## src/rtl/isa_io_pkg.sv

```systemverilog
package isa_io_pkg;
  localparam int BYTE_W = 8;
  localparam int LANES  = 2;
  localparam int WORD_W = BYTE_W * LANES;

  typedef enum logic [1:0] {
    ST_IDLE = 2'd0,
    ST_REQ  = 2'd1,
    ST_WAIT = 2'd2,
    ST_DONE = 2'd3
  } slv_state_e;

  typedef struct packed {
    logic              write;
    logic              wide;
    logic              hi_lane;
    logic [LANES-1:0]  be;
    logic [WORD_W-1:0] wdata;
  } slv_cmd_t;
endpackage

```

## src/rtl/isa_addr_match.sv

```systemverilog
module isa_addr_match #(
  parameter int ADDR_W = 10,
  parameter int WIN_W  = 5
) (
  input  logic [ADDR_W-1:0] addr,
  input  logic [ADDR_W-1:0] base,
  input  logic              aen,
  output logic              hit
);
  localparam logic [ADDR_W-1:0] CMP_MASK = {{(ADDR_W-WIN_W){1'b1}}, {WIN_W{1'b0}}};

  // Upper address bits select the window; AEN high marks a DMA cycle.
  always_comb hit = !aen && (((addr ^ base) & CMP_MASK) == '0);
endmodule

```

## src/rtl/isa_strobe_sync.sv

```systemverilog
module isa_strobe_sync #(
  parameter int STAGES = 2
) (
  input  logic clk,
  input  logic rst_n,
  input  logic strobe_n,
  output logic fall,
  output logic high_s
);
  logic [STAGES:0] chain;

  // Reset to the idle (high) level so reset release makes no edge.
  always_ff @(posedge clk or negedge rst_n) begin
    if (!rst_n) chain <= '1;
    else        chain <= {chain[STAGES-1:0], strobe_n};
  end

  always_comb begin
    high_s = chain[STAGES-1];
    fall   = chain[STAGES] && !chain[STAGES-1];
  end
endmodule

```

## src/rtl/isa_width_probe.sv

```systemverilog
module isa_width_probe #(
  parameter int STAGES = 2
) (
  input  logic clk,
  input  logic rst_n,
  input  logic pin_in,
  output logic wide_en
);
  logic [STAGES-1:0] sync_q;

  always_ff @(posedge clk or negedge rst_n) begin
    if (!rst_n) begin
      sync_q  <= '0;
      wide_en <= 1'b0;
    end else begin
      sync_q  <= {sync_q[STAGES-2:0], pin_in};
      // Sticky: one observed high level unlocks 16-bit I/O until reset.
      wide_en <= wide_en || sync_q[STAGES-1];
    end
  end
endmodule

```

## src/rtl/isa_io_slave.sv

```systemverilog
module isa_io_slave #(
  parameter int ADDR_W      = 10,
  parameter int WIN_W       = 5,
  parameter int SYNC_STAGES = 2
) (
  input  logic                               clk,
  input  logic                               rst_n,
  input  logic [ADDR_W-1:0]                  cfg_base,
  input  logic [ADDR_W-1:0]                  isa_addr,
  input  logic                               isa_aen,
  input  logic                               isa_ior_n,
  input  logic                               isa_iow_n,
  input  logic [isa_io_pkg::WORD_W-1:0]      isa_data_in,
  output logic [isa_io_pkg::WORD_W-1:0]      isa_data_out,
  output logic                               isa_data_oe,
  input  logic                               iocs16_in,
  output logic                               iocs16_pull_low,
  output logic                               chrdy_pull_low,
  output logic                               reg_req_valid,
  input  logic                               reg_req_ready,
  output logic                               reg_req_write,
  output logic [WIN_W-2:0]                   reg_req_offset,
  output logic [isa_io_pkg::LANES-1:0]       reg_req_be,
  output logic [isa_io_pkg::WORD_W-1:0]      reg_req_wdata,
  input  logic                               reg_rsp_valid,
  input  logic [isa_io_pkg::WORD_W-1:0]      reg_rsp_rdata
);
  import isa_io_pkg::*;

  localparam int N_STROBES = 2;  // index 0: read, index 1: write

  logic                 hit_now;
  logic                 wide_en;
  logic [N_STROBES-1:0] strobe_raw_n;
  logic [N_STROBES-1:0] strobe_fall;
  logic [N_STROBES-1:0] strobe_high;

  slv_state_e           state;
  slv_cmd_t             cmd;
  logic [WIN_W-2:0]     cmd_off;
  logic [WORD_W-1:0]    rd_hold;
  logic [WORD_W-1:0]    rsp_lane;

  isa_addr_match #(.ADDR_W(ADDR_W), .WIN_W(WIN_W)) u_match (
    .addr (isa_addr),
    .base (cfg_base),
    .aen  (isa_aen),
    .hit  (hit_now)
  );

  isa_width_probe #(.STAGES(SYNC_STAGES)) u_probe (
    .clk     (clk),
    .rst_n   (rst_n),
    .pin_in  (iocs16_in),
    .wide_en (wide_en)
  );

  assign strobe_raw_n = {isa_iow_n, isa_ior_n};

  for (genvar g = 0; g < N_STROBES; g++) begin : g_strobe
    isa_strobe_sync #(.STAGES(SYNC_STAGES)) u_sync (
      .clk      (clk),
      .rst_n    (rst_n),
      .strobe_n (strobe_raw_n[g]),
      .fall     (strobe_fall[g]),
      .high_s   (strobe_high[g])
    );
  end

  // Lane steering of the response for 8-bit reads.
  always_comb begin
    if (cmd.wide) rsp_lane = reg_rsp_rdata;
    else          rsp_lane = {{BYTE_W{1'b0}},
                              cmd.hi_lane ? reg_rsp_rdata[WORD_W-1:BYTE_W]
                                          : reg_rsp_rdata[BYTE_W-1:0]};
  end

  always_ff @(posedge clk or negedge rst_n) begin
    if (!rst_n) begin
      state   <= ST_IDLE;
      cmd     <= '0;
      cmd_off <= '0;
      rd_hold <= '0;
    end else begin
      unique case (state)
        ST_IDLE: begin
          if (hit_now && (strobe_fall != '0)) begin
            // A read edge wins if both strobes fall together.
            cmd.write   <= !strobe_fall[0];
            cmd.wide    <= wide_en;
            cmd.hi_lane <= isa_addr[0];
            cmd.be      <= wide_en ? 2'b11 : (isa_addr[0] ? 2'b10 : 2'b01);
            cmd.wdata   <= wide_en ? isa_data_in : {LANES{isa_data_in[BYTE_W-1:0]}};
            cmd_off     <= isa_addr[WIN_W-1:1];
            state       <= ST_REQ;
          end
        end
        ST_REQ: begin
          if (reg_req_ready) state <= ST_WAIT;
        end
        ST_WAIT: begin
          if (reg_rsp_valid) begin
            if (!cmd.write) rd_hold <= rsp_lane;
            state <= ST_DONE;
          end
        end
        ST_DONE: begin
          if (&strobe_high) state <= ST_IDLE;
        end
        default: state <= ST_IDLE;
      endcase
    end
  end

  always_comb begin
    reg_req_valid  = (state == ST_REQ);
    reg_req_write  = cmd.write;
    reg_req_offset = cmd_off;
    reg_req_be     = cmd.be;
    reg_req_wdata  = cmd.wdata;

    // Pure address decode: no strobe term.
    iocs16_pull_low = hit_now && wide_en;

    // Wait is asserted straight from the raw strobe, ahead of the synchroniser.
    chrdy_pull_low = hit_now && (!isa_ior_n || !isa_iow_n) && (state != ST_DONE);

    isa_data_oe  = (state == ST_DONE) && !cmd.write && hit_now && !isa_ior_n;
    isa_data_out = rd_hold;
  end
endmodule

```

## config.mk

```make
export PLATFORM = sky130hd
export DESIGN_NAME = isa_io_slave
export DESIGN_NICKNAME = d
export VERILOG_FILES = /design/src/rtl/isa_io_pkg.sv /design/src/rtl/isa_addr_match.sv /design/src/rtl/isa_strobe_sync.sv /design/src/rtl/isa_width_probe.sv /design/src/rtl/isa_io_slave.sv
export SDC_FILE = /design/constraint.sdc
export NUM_CORES = 1
export LEC_CHECK = 0
export ABC_AREA = 1
export BUFFER_PORTS_ARGS = -buffer_cell sky130_fd_sc_hd__buf_4
export CELL_PAD_IN_SITES_DETAIL_PLACEMENT = 0
export CELL_PAD_IN_SITES_GLOBAL_PLACEMENT = 1
export CORE_MARGIN = 5
export CORE_UTILIZATION = 31
export DETAILED_ROUTE_END_ITERATION = 8
export GPL_ROUTABILITY_DRIVEN = 0
export HOLD_SLACK_MARGIN = 0.1
export PLACE_DENSITY = 0.76
export SLEW_MARGIN = 20
export SYNTH_ARGS = -nofsm -noshare
export SYNTH_HDL_FRONTEND = slang
export SYNTH_SLANG_ARGS = --single-unit
```

## constraint.sdc

```tcl
create_clock -name clk -period 1.6 [get_ports clk]
set_clock_uncertainty 0.2 [all_clocks]
set_input_delay 0.32 -clock clk [delete_from_list [all_inputs] [get_ports clk]]
set_output_delay 0.32 -clock clk [all_outputs]
set_load 0.02 [all_outputs]
```

==> results of run 1 <==
## cell families after synthesis
logic type               after synthesis  synth area share
buffers and inverters                 60            0.1283
AO/OA/AOI/OAI                         44            0.1018
flip-flops                            52            0.5222
adder cells (fa/ha/maj)                5           0.02496
AND/OR/NAND/NOR                      130            0.2227
## layout make-up
type                       instances  area, um^2  area share
tap                              102       127.6     0.02913
timing repair buffer             175        1607      0.3668
clock inverter                     3       68.82     0.01571
clock buffer                       5       68.82     0.01571
inverter                          31       122.6     0.02799
multi-input combinational        179        1077      0.2459
sequential                        52        1309      0.2988
## registers in the layout, summed over array words and instances (netlist names)
signal                 count
u_probe.sync_q             2
state                      2
cmd                        2
reg_req_write              1
reg_req_be                 2
reg_req_wdata             16
u_probe.wide_en            1
reg_req_offset             4
isa_data_out              16
g_strobe.u_sync.chain      6
## power by group through the flow
stage                     Combinational, mW  Clock, mW  Sequential [mW]
after global routing                   2.80       1.16             1.95
after global placement                 1.89          0             1.89
after floorplan                       0.917          0             2.08
after detailed placement               1.92          0             1.91
after CTS                              2.39       1.11             1.88
final                                  2.58       1.08             1.91
## worst max-delay path, cell delays in order, from the launching register on
cell and delay [ns]:
dfrtp_1 0.41, ha_2 0.20, buf_4 0.13, a211oi_2 0.13
buf_4 0.17
## through the flow
step                  util  setup WS [ns]  setup TNS (ns)  instances  power, mW
floorplan                -       -0.08775         -0.1819        291      2.995
global placement    0.4301        -0.2210          -4.795        481      3.782
detailed placement  0.4301        -0.2170          -5.062        481      3.829
CTS                 0.5388        -0.3212          -2.343        539      5.387
global route        0.5611        -0.3378          -8.123        547      5.904
finish              0.5611        -0.2633          -4.646        547      5.569
## synth_stat cells, types with 2 or more instances
library cell  instances  share of area
and2_0                7          0.017
o21ai_1              19          0.038
o21ai_2               5          0.017
inv_2                 5         0.0075
a31oi_1               8          0.020
buf_2                 5          0.010
nor2_1               19          0.028
dfstp_2               6          0.063
nand2_1              77           0.12
buf_6                 3          0.013
nand3_1              18          0.036
o21ai_0               9          0.018
nand4_1               3         0.0075
clkbuf_1              2         0.0030
or2_1                 2         0.0050
ha_1                  5          0.025
buf_4                18          0.054
dfrtp_1              46           0.46
inv_1                26          0.039
nand3_2               2         0.0080
## routing by layer
layer	share of wire	vias to the layer above	global-route usage	routed length, um
met4	0.020	0	0.05462	152
met5	0	-	0	0
met3	0.054	12	0.03058	403
met2	0.51	72	0.2576	3826
met1	0.41	1134	0.1806	3050
li1	-	1213	-	-
## final timing paths
| path | startpoint | to | slack, ns | cells after the start |
|---|---|---|---|---|
| setup / recovery | state[1] | chrdy_pull_low | -0.26 | 4 |
| hold reg to reg | u_probe.sync_q[0] | u_probe.sync_q[1] | 0.16 | 0 |
| min in group asynchronous | rst_n | reg_req_offset[1] | 0.24 | 2 |
| setup reg to reg | state[1] | reg_req_wdata[12] | -0.16 | 9 |
| max in group asynchronous | rst_n | reg_req_wdata[6] | 0.48 | 3 |
| hold / removal | u_probe.sync_q[0] | u_probe.sync_q[1] | 0.16 | 0 |
## what timing repair did
item,CTS,global route
endpoints found under the hold margin,85,0
cloned,5,0
buffers inserted,12,8
hold buffers,33,0
pin swaps,13,5
endpoints found under the setup margin,36,48
gates resized for setup,40,25
==> out/metrics.cfg, run 1 <==
[outcome]
status=finished with violations
violations=setup timing

[yosys]
syn_avg_cell_area_um2=8.612
synthFlopType=dfrtp_1
netlist_area_um2=2506
syn_inst=291
ys_seq_area_frac=0.5222
synthArstFlopShare=1.000
syn_nets=356
synth_warnings=0
synth-edff-count=0
synth_seq_cells=52
yosysUniqueCellTypes=26

[global_route]
antenna_found_initial=0
grt_pass1_wl_um=11870
grt_max_degree=24
grt_pass1_vias=2504
track_usage=0.1482
overflow=0

[route]
drt_iter0_drc=63
vias=2431
drtAntennaViolNets=0
wl_um=7432
drtPass1Iterations=4
viasPerCell=4.444
wl_per_cell_um=13.59
drc=0

[final_layout]
antenna_cells_inserted=0
mostFrequentLayoutCells=buf_4, nand2_1, dfrtp_1
fillerInstances=711
synthToLayoutAreaGrowth_pct=74.79
final_nets=509
fin_area_um2=4380
drive_gt1_frac=0.4562
layout_commonest_cell=buf_4

[setup_path]
critPathMaxFanout=3
crit_path_end_kind=output port
critPathLaunchType=flop
critPathRequiredTime_ns=1.08
arrival_ns=1.34
critical_path_class=flop to output port

[power]
power_switching_mw=1.966
intPower_mw=3.602
p_leak_nw=2.221
cellPowerDensity_nw_per_um2=1271
p_clk_frac=0.194
seqPwrFrac=0.342
switching_share=0.3531
max-vdd-ir-drop_mv=0.6418
comb_power_share=0.464

[sta]
rsz0062_at_grt=yes
setup_viol=47
worst_slack_ns=-0.2633
finalCritPeriodShare=1.165
worst_hold_slack_ns=0.1589
slew_viol_final=0
relSlewSlack=0.7802
max_freq_mhz=536.7
post-route-min-period_ns=1.863
worst_slew_pin_slew_ns=0.3297
hold_violations=0

[clocking]
cts_inserted_buffers=5
tritoncts=done
insertion_delay_ns=0.31
htreeDepth=2
clkSinkCount=52
clockBufferDepth=2
cts.reportedPaths.clkPinSlew_ns=0.10
cts_root_buffer=clkbuf_8

[floorplan]
initial_utilization=0.3210
fp.dieArea_um2=9983
die_w_um=99.92
io_pins=103
die_h_um=99.92
core_area_um2=7807
fp-row-count=32

[worst_hold_path]
worstHoldPathType=flop to flop

[run]
maxCapViolCount=0

[placement]
dpl_cell_area_um2=3358
place_hpwl_um=4895
port_buffers=97

(Power assumes the default switching activity.)
==> inputs of run 2 (changes only) <==
--- a/config.mk
+++ b/config.mk
@@ -10,11 +10,11 @@
 export CELL_PAD_IN_SITES_DETAIL_PLACEMENT = 0
 export CELL_PAD_IN_SITES_GLOBAL_PLACEMENT = 1
 export CORE_MARGIN = 5
-export CORE_UTILIZATION = 31
+export CORE_UTILIZATION = 37
 export DETAILED_ROUTE_END_ITERATION = 8
 export GPL_ROUTABILITY_DRIVEN = 0
 export HOLD_SLACK_MARGIN = 0.1
-export PLACE_DENSITY = 0.76
+export PLACE_DENSITY = 0.85
 export SLEW_MARGIN = 20
 export SYNTH_ARGS = -nofsm -noshare
 export SYNTH_HDL_FRONTEND = slang
==> constraint.sdc (replaced) <==
create_clock -name clk -period 2.4 [get_ports clk]
set_clock_uncertainty 0.2 [all_clocks]
set_input_delay 0.48 -clock clk [delete_from_list [all_inputs] [get_ports clk]]
set_output_delay 0.48 -clock clk [all_outputs]
set_load 0.02 [all_outputs]
==> run 2 against run 1 <==
Net effect: the run now ends clean; sequential share of layout area rose by 9.7 points; clock power decreased by 45%; register-to-register slack better by 0.81 ns; core utilization decreased by 6.6 points; first-iteration DRC count grew 13%; critical endpoint is now isa_data_oe; largest power group is now registers.
==> out/metrics.cfg, run 2 (synthesized netlist as in run 1, its figures left out) <==
[power]
seqPwrFrac=0.420  ; was 0.342
switching_share=0.3618  ; was 0.3531
p_leak_nw=1.787  ; was 2.221 nW
p_clk_frac=0.199  ; was 0.194
comb_power_share=0.381  ; was 0.464
cellPowerDensity_nw_per_um2=904.0  ; was 1271 nW/um^2
power_switching_mw=1.082  ; was 1.966 mW
max-vdd-ir-drop_mv=0.3051  ; was 0.6418 mV
finalPower_mw=2.989  ; was 5.569 mW
intPower_mw=1.908  ; was 3.602 mW

[global_route]
grt_pass1_vias=2093  ; was 2504
antenna_found_initial=0  ; unchanged
overflow=0  ; unchanged
track_usage=0.1369  ; was 0.1482
grt_max_degree=53  ; was 24
grt_pass1_wl_um=9439  ; was 11870 um

[final_layout]
synthToLayoutAreaGrowth_pct=31.95  ; was 74.79%
final_nets=439  ; was 509
drive_gt1_frac=0.3387  ; was 0.4562
fillerInstances=696  ; was 711
antenna_cells_inserted=0  ; unchanged
final_core_util=0.4949  ; was 0.5611
layout_commonest_cell=buf_4  ; unchanged
mostFrequentLayoutCells=buf_4, nand2_1, dfrtp_1  ; unchanged

[sta]
max_freq_mhz=434.6
worst_slew_pin_slew_ns=0.6532  ; was 0.3297 ns
finalCritPeriodShare=0.9586
fin_setup_tns_ns=0  ; was -4.646 ns
setup_viol=0  ; was 47
slew_viol_final=0  ; unchanged
hold_violations=0  ; unchanged
rsz0062_at_grt=no  ; was yes
post-route-min-period_ns=2.301
relSlewSlack=0.5646  ; was 0.7802
worst_hold_slack_ns=0.1610  ; was 0.1589 ns

[setup_path]
worstRegToRegCells=7  ; was 9
critPathRequiredTime_ns=1.72  ; was 1.08 ns
critPathMaxFanout=3  ; unchanged
critical_path_class=input pin to output port  ; was flop to output port
critPathLaunchType=input pin  ; was flop
crit_path_end_kind=output port  ; unchanged
arrival_ns=1.62  ; was 1.34 ns

[route]
viasPerCell=4.582  ; was 4.444
vias=2085  ; was 2431
drtPass1Iterations=4  ; unchanged
wl_um=5817  ; was 7432 um
drc=0  ; unchanged
wl_per_cell_um=12.78  ; was 13.59 um
drt_iter0_drc=71  ; was 63
drtAntennaViolNets=0  ; unchanged

[clocking]
clkSinkCount=52  ; unchanged
cts_resized=0  ; was 40
insertion_delay_ns=0.30  ; was 0.31 ns
clockBufferDepth=2  ; unchanged
tritoncts=done  ; unchanged
htreeDepth=2  ; unchanged
post-cts-setup-buffers=0  ; was 12
cts.reportedPaths.clkPinSlew_ns=0.09  ; was 0.10 ns
cts_inserted_buffers=5  ; unchanged
cts_root_buffer=clkbuf_8  ; unchanged

[outcome]
status=finished, final reports clean  ; was finished with violations

[floorplan]
die_h_um=92.30  ; was 99.92 um
initial_utilization=0.3751  ; was 0.3210
fp.dieArea_um2=8519  ; was 9983 um^2
fp-row-count=30  ; was 32
core_area_um2=6681  ; was 7807 um^2
die_w_um=92.30  ; was 99.92 um
io_pins=103  ; unchanged

[run]
maxCapViolCount=0  ; unchanged

[worst_hold_path]
holdPathStages=0  ; unchanged
worstHoldPathType=flop to flop  ; unchanged

[placement]
place_hpwl_um=4464  ; was 4895 um
port_buffers=97  ; unchanged

## run 2: cell count changes in the layout (fill, tap and decap cells not counted), sizes merged
cell,before,now
buf,142,101
bufinv,2,1
clkbuf,5,6
clkinv,0,1
clkinvlp,1,0
dlygate4sd3,33,4
## run 2: metrics by stage
step / cell area [um^2] / setup slack (ns) / std cells
final: 3307 / 0.09929 / 455
after global routing: 3307 / 0.003564 / 455
after CTS: 3307 / 0.07075 / 455
after detailed placement: 3159 / 0.2897 / 443
after global placement: 3159 / 0.2641 / 443
after floorplan: 2506 / 0.2170 / 291
## run 2: final timing paths
check / start / endpoint / slack (ns)
min reg2reg: g_strobe[0].u_sync.chain[0] / g_strobe[0].u_sync.chain[1] / 0.16
min in group asynchronous: rst_n / reg_req_wdata[3] / 0.54
max: isa_ior_n / isa_data_oe / 0.1
min: g_strobe[0].u_sync.chain[0] / g_strobe[0].u_sync.chain[1] / 0.16
max reg2reg: state[0] / isa_data_out[3] / 0.65
max in group asynchronous: rst_n / reg_req_be[1] / 1.00
## run 2: cell type report
cell class              count  area, um^2  share of cell area
clock buffers               6       72.57             0.02194
clock inverters             2       35.03             0.01059
inverters                  31       116.4             0.03519
multi-input cells         179       875.8              0.2649
flip-flops and latches     52        1309              0.3958
well taps                  80       100.1             0.03027
repair buffers            105       798.3              0.2414
## run 2: worst max-delay path, stage by stage
cell,delay (ns)
dlygate4sd3_1,0.53
buf_4,0.14
nor4_1,0.28
buf_4,0.19
## run 2: power groups by stage
stage	combinational (mW)	sequential [mW]	clock [mW]
4_1_cts	1.16	1.26	0.616
3_3_place_gp	1.13	1.27	0
2_1_floorplan	0.603	1.39	0
5_1_grt	1.25	1.29	0.647
3_5_place_dp	1.15	1.28	0
6_report	1.14	1.26	0.594
## run 2: layer usage
| layer | up-vias | track usage | wire (um) |
|---|---|---|---|
| li1 | 1070 | - | - |
| met1 | 943 | 0.1660 | 2520 |
| met2 | 62 | 0.2332 | 2834 |
| met3 | 10 | 0.03737 | 354 |
| met4 | 0 | 0.04827 | 108 |
| met5 | - | 0 | 0 |
## run 2: repair_timing
action	in CTS	in global routing
endpoints found under the hold margin	49	0
setup endpoints to repair	0	0
hold buffers	4	0
